==> src/rtl/nand_cmd_seq.sv <==
module nand_cmd_seq #(
  parameter int CNT_W = 24
) (
  input  logic        clk,
  input  logic        rst_n,
  input  logic        cmd_valid,
  input  logic [63:0] cmd_data,
  output logic        cmd_ready,
  output logic        done,
  output logic        err,
  output logic        busy,
  output logic        bus_owned,
  output logic        bus16,
  output logic [6:0]  nand_ce_n,
  output logic        nand_cle,
  output logic        nand_we_n,
  output logic [7:0]  nand_ad,
  input  logic        nand_wait
);
  localparam int NSLOT = 7;

  typedef enum logic [2:0] {S_IDLE, S_CLE1, S_CLE2, S_CLE3, S_TWAIT, S_RB, S_ONE} st_t;

  st_t              st;
  logic [7:0]       slot [NSLOT];
  logic [3:0]       mult;
  logic [CNT_W-1:0] cnt;
  logic [2:0]       nxt2, nxt3, chip;
  logic             rb, chip_en;

  wire       accept = cmd_valid && cmd_ready;
  wire [3:0] op     = cmd_data[3:0];
  wire       ok     = bus_owned && chip_en && (chip != 3'd0);

  assign cmd_ready = (st == S_IDLE);
  assign busy      = (st != S_IDLE);

  for (genvar g = 0; g < NSLOT; g++) begin : g_ce
    assign nand_ce_n[g] = !(chip_en && chip == 3'(g + 1));
  end

  function automatic logic [CNT_W-1:0] dur_m1(input logic [2:0] idx);
    logic [CNT_W-1:0] d;
    if (idx == 3'd0) d = CNT_W'(1);
    else d = CNT_W'({1'b0, slot[idx - 3'd1]} + 9'd1) << mult;
    return d - CNT_W'(1);
  endfunction

  always_ff @(posedge clk or negedge rst_n) begin
    if (!rst_n) begin
      st        <= S_IDLE;
      for (int k = 0; k < NSLOT; k++) slot[k] <= '0;
      mult      <= '0;
      cnt       <= '0;
      nxt2      <= '0;
      nxt3      <= '0;
      rb        <= 1'b0;
      chip      <= '0;
      chip_en   <= 1'b0;
      bus16     <= 1'b0;
      bus_owned <= 1'b0;
      nand_cle  <= 1'b0;
      nand_we_n <= 1'b1;
      nand_ad   <= '0;
      done      <= 1'b0;
      err       <= 1'b0;
    end else begin
      done <= 1'b0;
      err  <= 1'b0;
      unique case (st)
        S_IDLE: if (accept) begin
          nxt2 <= cmd_data[21:19];
          nxt3 <= cmd_data[24:22];
          rb   <= cmd_data[4];
          case (op)
            4'h0: done <= 1'b1;
            4'h1: begin
              mult <= cmd_data[7:4];
              for (int k = 0; k < NSLOT; k++) slot[k] <= cmd_data[8*(k+1) +: 8];
              done <= 1'b1;
            end
            4'h2: if (!ok) begin
              done <= 1'b1;
              err  <= 1'b1;
            end else begin
              cnt <= dur_m1(cmd_data[10:8]);
              st  <= S_TWAIT;
            end
            4'h3: begin
              chip    <= cmd_data[6:4];
              chip_en <= cmd_data[7];
              bus16   <= (cmd_data[9:8] == 2'b10);
              done    <= 1'b1;
            end
            4'h4: if (!ok) begin
              done <= 1'b1;
              err  <= 1'b1;
            end else begin
              nand_cle <= 1'b1;
              nand_ad  <= cmd_data[15:8];
              cnt      <= dur_m1(cmd_data[18:16]);
              st       <= S_CLE1;
            end
            4'h5: begin
              bus_owned <= cmd_data[4];
              done      <= 1'b1;
            end
            default: begin
              done <= 1'b1;
              err  <= 1'b1;
            end
          endcase
        end
        S_CLE1: if (cnt == '0) begin
          nand_we_n <= 1'b0;
          cnt       <= dur_m1(nxt2);
          st        <= S_CLE2;
        end else cnt <= cnt - 1'b1;
        S_CLE2: if (cnt == '0) begin
          nand_we_n <= 1'b1;
          cnt       <= dur_m1(nxt3);
          st        <= S_CLE3;
        end else cnt <= cnt - 1'b1;
        S_CLE3: if (cnt == '0) begin
          nand_cle <= 1'b0;
          done     <= 1'b1;
          st       <= S_IDLE;
        end else cnt <= cnt - 1'b1;
        S_TWAIT: if (cnt == '0) st <= rb ? S_RB : S_ONE;
                 else cnt <= cnt - 1'b1;
        S_RB: if (!nand_wait) begin
          done <= 1'b1;
          st   <= S_IDLE;
        end
        S_ONE: begin
          done <= 1'b1;
          st   <= S_IDLE;
        end
        default: st <= S_IDLE;
      endcase
    end
  end
endmodule

==> config.mk <==
export PLATFORM = sky130hd
export DESIGN_NAME = nand_cmd_seq
export DESIGN_NICKNAME = d
export VERILOG_FILES = /design/src/rtl/nand_cmd_seq.sv
export SDC_FILE = /design/constraint.sdc
export NUM_CORES = 1
export LEC_CHECK = 0
export BUFFER_PORTS_ARGS = -buffer_cell sky130_fd_sc_hd__buf_2
export CAP_MARGIN = 20
export CELL_PAD_IN_SITES_DETAIL_PLACEMENT = 1
export CELL_PAD_IN_SITES_GLOBAL_PLACEMENT = 1
export CORE_MARGIN = 3
export CORE_UTILIZATION = 47
export CTS_CLUSTER_DIAMETER = 60
export DETAILED_ROUTE_END_ITERATION = 10
export PLACE_DENSITY_LB_ADDON = 0.08
export SLEW_MARGIN = 20
export SYNTH_ARGS = -nofsm -noshare
export SYNTH_HDL_FRONTEND = slang
export SYNTH_SLANG_ARGS = --single-unit
==> constraint.sdc <==
create_clock -name clk -period 6.7 [get_ports clk]
set_input_delay 1.34 -clock clk [delete_from_list [all_inputs] [get_ports clk]]
set_output_delay 1.34 -clock clk [all_outputs]
set_load 0.01 [all_outputs]
# After elaboration in Yosys (flattened, before gate mapping)
# Index checks and enable logic that the tools add are counted.
dict set report totals {
  register_bits 112
  latch_bits 0
  ramBits 0
  rom_bits 0
  inputBits 68
  output_inout_bits 23
  elab_cells 182
  n_memories 0
}
dict set report op_classes {
  n_addsub 13
  multipliers 0
  div 0
  order_cmp 4
  eq_ne 31
  shift 4
  muxes 63
  n_bitwise 4
  n_reduce_logical 41
}
# op count
set op_table {}
lappend op_table {{24-bit 2-to-1 mux} 22}
lappend op_table {{24-bit by 1-bit subtractor with 24-bit output (second input constant)} 5}
lappend op_table {{8-bit binary-select mux with 3-bit select} 4}
lappend op_table {{24-bit case mux with 4 select lines} 1}
lappend op_table {{9-bit by 4-bit left shift with 24-bit output} 4}
lappend op_table {{8-bit 2-to-1 mux} 8}
lappend op_table {{24-bit case mux with 2 select lines} 1}
lappend op_table {{8-bit by 1-bit adder with 9-bit output (second input constant)} 4}
lappend op_table {{24-bit zero test} 1}
lappend op_table {{3-bit 2-to-1 mux} 8}
lappend op_table {{3-bit equality test (second input constant)} 7}
lappend op_table {{3-bit case mux with 6 select lines} 1}
lappend op_table {{4-bit >= comparator (second input constant)} 4}
lappend op_table {{3-bit inverter with 4-bit output} 4}
lappend op_table {{3-bit zero test} 5}
lappend op_table {{3-bit by 2-bit equality test with 1-bit output (second input constant)} 4}
lappend op_table {{1-bit 2-to-1 mux} 12}
lappend op_table {{2-bit inequality test (second input constant)} 6}
lappend op_table {{3-bit AND reduction} 4}
lappend op_table {{3-bit by 1-bit subtractor with 3-bit output (second input constant)} 4}
lappend op_table {{1-bit logical AND} 10}
lappend op_table {{9-bit AND reduction} 1}
lappend op_table {{4-bit by 2-bit equality test with 1-bit output (second input constant)} 2}
lappend op_table {{4-bit by 3-bit equality test with 1-bit output (second input constant)} 2}
lappend op_table {{21 further kinds} 36}

# Logic depth before layout (Yosys ltp)
dict set report depth {
  word_depth 17
  mapped_depth 24
}

# Worst setup path after synthesis
# OpenSTA, ideal clock, no wires.
dict set report synth_timing {
  kind {in2reg}
  startpoint {in cmd_data[16]}
  endpoint {reg cnt[22]}
  arrival_ns 6.097
  required_ns 6.574
  setup_slack_ns 0.477
  cell_stages 21
  path_buffers 4
  cell_sequence {buf_2 -> buf_2 -> inv_1 -> ha_1 -> buf_2 -> mux2_2 -> mux4_2 -> ha_1 -> buf_1 -> nand3_1 -> a21oi_1 -> a31oi_2 -> o211ai_1 -> a32o_1 -> a2111o_1 -> nor4_4 -> nand4b_1 -> nor3_1 -> xor2_1 -> o21ai_0 -> o32a_1}
}
dict set report synth_via {
  elab_chain_cells 17
  elab_cells_between_ends 18
}
# element line
set synth_rtl {}
lappend synth_rtl {{start: declaration} 7} ;# input logic [63:0] cmd_data,
lappend synth_rtl {{3-bit by 1-bit subtractor with 3-bit output} 45} ;# else d = CNT_W'({1'b0, slot[idx - 3'd1]} + 9'd1) << mult;
lappend synth_rtl {{3-bit inverter with 4-bit output (not written as such)} 45}
lappend synth_rtl {{8-bit binary-select mux with 3-bit select} 45}
lappend synth_rtl {{8-bit 2-to-1 mux (not written as such) (2 in a row)} 45}
lappend synth_rtl {{8-bit by 1-bit adder with 9-bit output} 45}
lappend synth_rtl {{9-bit by 4-bit left shift with 24-bit output} 45}
lappend synth_rtl {{24-bit 2-to-1 mux (*)} 44} ;# if (idx == 3'd0) d = CNT_W'(1);
lappend synth_rtl {{24-bit 2-to-1 mux (*)} 95} ;# 4'h4: if (!ok) begin
lappend synth_rtl {{24-bit 2-to-1 mux (*)} 75} ;# case (op)
lappend synth_rtl {{24-bit 2-to-1 mux (*)} 71} ;# S_IDLE: if (accept) begin
lappend synth_rtl {{24-bit 2-to-1 mux (*)} 70} ;# unique case (st)
lappend synth_rtl {{24-bit by 1-bit subtractor with 24-bit output (*)} 46} ;# return d - CNT_W'(1);
lappend synth_rtl {{24-bit 2-to-1 mux (*)} 95}
lappend synth_rtl {{24-bit case mux with 2 select lines (*)} 75}
lappend synth_rtl {{24-bit 2-to-1 mux (*)} 71}
lappend synth_rtl {{24-bit case mux with 4 select lines (*)} 70}
lappend synth_rtl {{end signal: assignment} 86} ;# cnt <= dur_m1(cmd_data[10:8]);
lappend synth_rtl {{end signal: assignment} 101} ;# cnt <= dur_m1(cmd_data[18:16]);
lappend synth_rtl {{end signal: assignment} 116} ;# cnt <= dur_m1(nxt2);
lappend synth_rtl {{end: declaration} 27} ;# logic [CNT_W-1:0] cnt;
# Mark *: on every way between the ends. The rest lies on a longest branch, timed or not. The select of a mux whose other input is x is not followed.
# A chain may end at the register's enable or synchronous reset.

# Final worst setup path
dict set report layout_timing {
  startpoint {reg nxt2[0]}
  endpoint {reg cnt[22]}
}
dict set report layout_via {
  elab_chain_cells 13
  elab_cells_between_ends 14
}
# element line
set layout_rtl {}
lappend layout_rtl {{start: declaration} 28} ;# logic [2:0] nxt2, nxt3, chip;
lappend layout_rtl {{start signal: assignment} 72} ;# nxt2 <= cmd_data[21:19];
lappend layout_rtl {{3-bit by 1-bit subtractor with 3-bit output} 45}
lappend layout_rtl {{3-bit inverter with 4-bit output (not written as such)} 45}
lappend layout_rtl {{8-bit binary-select mux with 3-bit select} 45}
lappend layout_rtl {{8-bit 2-to-1 mux (not written as such) (2 in a row)} 45}
lappend layout_rtl {{8-bit by 1-bit adder with 9-bit output} 45}
lappend layout_rtl {{9-bit by 4-bit left shift with 24-bit output} 45}
lappend layout_rtl {{24-bit 2-to-1 mux (*)} 44}
lappend layout_rtl {{24-bit 2-to-1 mux (*)} 114} ;# S_CLE1: if (cnt == '0) begin
lappend layout_rtl {{24-bit 2-to-1 mux (*)} 70}
lappend layout_rtl {{24-bit by 1-bit subtractor with 24-bit output (*)} 46}
lappend layout_rtl {{24-bit 2-to-1 mux (*)} 114}
lappend layout_rtl {{24-bit case mux with 4 select lines (*)} 70}
lappend layout_rtl {{end signal: assignment} 116}
lappend layout_rtl {{end signal: assignment} 118} ;# end else cnt <= cnt - 1'b1;
lappend layout_rtl {{end signal: assignment} 121} ;# cnt <= dur_m1(nxt3);
# Marks and branches as above.

==> impl_metrics.tcl <==
set metrics [dict create \
    fin_ws_ns 0.448 \
    cts_buffers 9 \
    slew_headroom_pct 17.7 \
    dr.pass1.iters 6 \
    drt_iter0_drc 1882 \
    fin_crit_ns 6.25 \
    ys_warn_count 0 \
    skew_ns 0.0158 \
    final_common_cell "nand2_1" \
    synth-edff-count 0 \
    antenna_found_initial 1 \
    rr_worst_depth 19 \
    cts_htree_levels 3 \
    hold_start "nand_cle" \
    synth_area_per_cell_um2 7.83 \
    routabilityCongestion 1.06 \
    path_class "reg -> reg" \
    syn_area_um2 13900 \
    ys_types 102 \
    drc 0 \
    ant_nets 0 \
    fp.dieW_um 178 \
    cp-end-kind "register" \
    syn_inst 1781 \
    path_clk_slew_ns 0.09 \
    tightestPinTransition_ns 1.23 \
    cts_root_buffer "clkbuf_16" \
    vias 16100 \
    core_um2 28900 \
    drive_gt1_share_pct 19.7 \
    overflow 0 \
    insertion_delay_ns 0.40 \
    syn-num-nets 1867 \
    worstHoldEndpoint "nand_cle" \
    hpwl_mm 49.2 \
    final_cell_mix "nand2_1 (201), nor2_1 (158), dfrtp_1 (109)" \
    die_area_um2 31800 \
    ys_seq_area_share_pct 20.1 \
    port_buffers 90 \
    rrSetupSlack_ns 0.45 \
    yosysTopAreaCell "dfrtp_1" \
    area_growth_pct 8.90 \
    final_nets 1920 \
    rsz0062_at_grt "no" \
    synthArstFlopShare_pct 100 \
    grt_max_degree 65 \
    rows 62 \
    r2r-start "nxt2[0]" \
    drt_wl_total_mm 63.6 \
    crit_path_start_kind "register" \
    r2r-end "cnt[22]" \
    ios 91 \
    clock-sinks 112 \
    diodes 0 \
    holdPathStages 1 \
    cp_data_arrival_time_ns 6.54 \
    crit_required_ns 6.99 \
    tns_ns 0 \
    cap_violations 0 \
    cts_max_path_buffers 2 \
    pre_cts_slack_ns 0.0726 \
    report.final.slew_viol_count 0 \
    grt_pass1_wl_mm 96.9 \
    grt_pass1_vias 15900 \
    cts_tree "yes" \
    fin_crit_sh_pct 93.3 \
    synthTopCellsByArea "dfrtp_1 (20%), mux2_2 (7.8%), nand2_1 (5.4%)" \
    fp.dieH_um 178 \
    wl_per_cell_um 28.6 \
    hold_path_class "reg -> reg" \
    cp_max_fo 10 \
    setup_viol 0 \
    avgViaCountPerCell 7.22 \
    synth_top_area_share_pct 19.9 \
    fill_cells 3633 \
    post-cts-setup-buffers 0 \
    dominantRegCellSynth "dfrtp_1" \
    status "finished, final reports clean" \
    hold_viol 0 \
    initial_core_util_pct 48.2 \
    synth-seq-cells 112 \
    fmax_mhz 160 \
    grt_usage_pct 40.0 \
]
-- layer usage --
metal	routed length [µm]	up-vias	track usage (%)
li1	-	6966	-
met4	1890	2	11.1
met5	12	-	0
met2	27900	894	61.9
met1	26400	8037	54.3
met3	7350	158	12.1
-- cell families after synthesis --
| family | Yosys count | share of synthesized area [%] |
|---|---|---|
| xor gates and xnor gates | 77 | 5.11 |
| AOI/OAI and AO/OA | 563 | 28.7 |
| adders and majority gates | 19 | 1.74 |
| DFF | 112 | 20.1 |
| buffers and inverters | 148 | 4.60 |
| and+or+nand+nor | 701 | 24.8 |
| muxes | 161 | 14.9 |
-- worst max-delay path by stage --
stage	start	endpoint	slack, ns
3_3_place_gp	cmd_data[9]	cnt[18]	0.34
5_1_grt	nxt2[0]	cnt[22]	0.11
2_1_floorplan	cmd_data[16]	cnt[22]	0.48
6_report	nxt2[0]	cnt[22]	0.45
4_1_cts	cmd_data[9]	cnt[22]	0.50
3_5_place_dp	cmd_data[9]	cnt[22]	0.07
-- worst max-delay path: stages, from the launching register on --
cell	delay, ns
dfrtp_1	0.37
inv_1	0.06
ha_1	0.33
xnor2_1	0.71
a21oi_1	0.15
a22o_1	0.32
inv_2	0.19
ha_1	0.31
o221ai_2	0.21
nor4_4	0.56
or3_1	0.18
nand4_1	0.17
a21o_1	0.28
a2111oi_2	0.69
nand4_1	0.40
nor3_2	0.35
nand4_1	0.15
a31oi_1	0.26
nor3_1	0.09
o32a_1	0.34
-- synth_stat cells, types with 13 or more instances --
master      n
a221oi_1   13
a211o_1    15
or3_1      23
or2_2      13
a31oi_1    29
o21ai_0    99
o31ai_1    19
nand4_1    19
o211ai_1   24
inv_1      32
xnor2_1    46
xor2_1     26
o22ai_1    24
mux2_2     97
buf_2      20
nand3_1    68
nor4_1     22
a21oi_1   103
mux2i_1    37
a211oi_1   28
a22oi_1    22
nor2b_1    14
and3_1     31
nand2_1   201
mux4_2     27
clkbuf_1   72
nor2_1    158
nor3_1     79
dfrtp_1   111
ha_1       17
-- flip-flops by register name, summed over array words and instances (netlist names) --
register / cells
nxt2: 3
nand_ad: 8
nand_cle: 1
bus16: 1
mult: 4
chip: 3
bus_owned: 1
nand_we_n: 1
slot: 56
cnt: 24
nxt3: 3
err: 1
rb: 1
st: 3
chip_en: 1
done: 1
-- per-stage QoR --
step	cells	hold WS, ns	util, %	area [µm²]
global route	2223	0.526	52.5	15200
CTS	2223	0.509	52.4	15200
finish	2223	0.506	52.5	15200
floorplan	1781	0.468	-	13900
detailed placement	2207	0.487	51.3	14900
global placement	2207	0.476	51.3	14900
-- area by class of cell --
class                      count  area (µm²)  share of cell area [%]
clock buffer                  10         239                    1.57
clock inverter                 6        70.1                   0.462
inverter                      39         146                   0.964
multi-input combinational   1521       10500                    69.3
sequential                   112        2810                    18.5
tap                          384         480                    3.17
timing repair buffer         151         911                    6.00
-- repair_timing --
item | 4_1_cts | 5_1_grt
hold buffers | 0 | 0
setup endpoints to repair | 0 | 2
resized for setup | 0 | 1
Power is not shown: default switching activity piles up to over one toggle a cycle in this logic, so the estimate is an artifact.
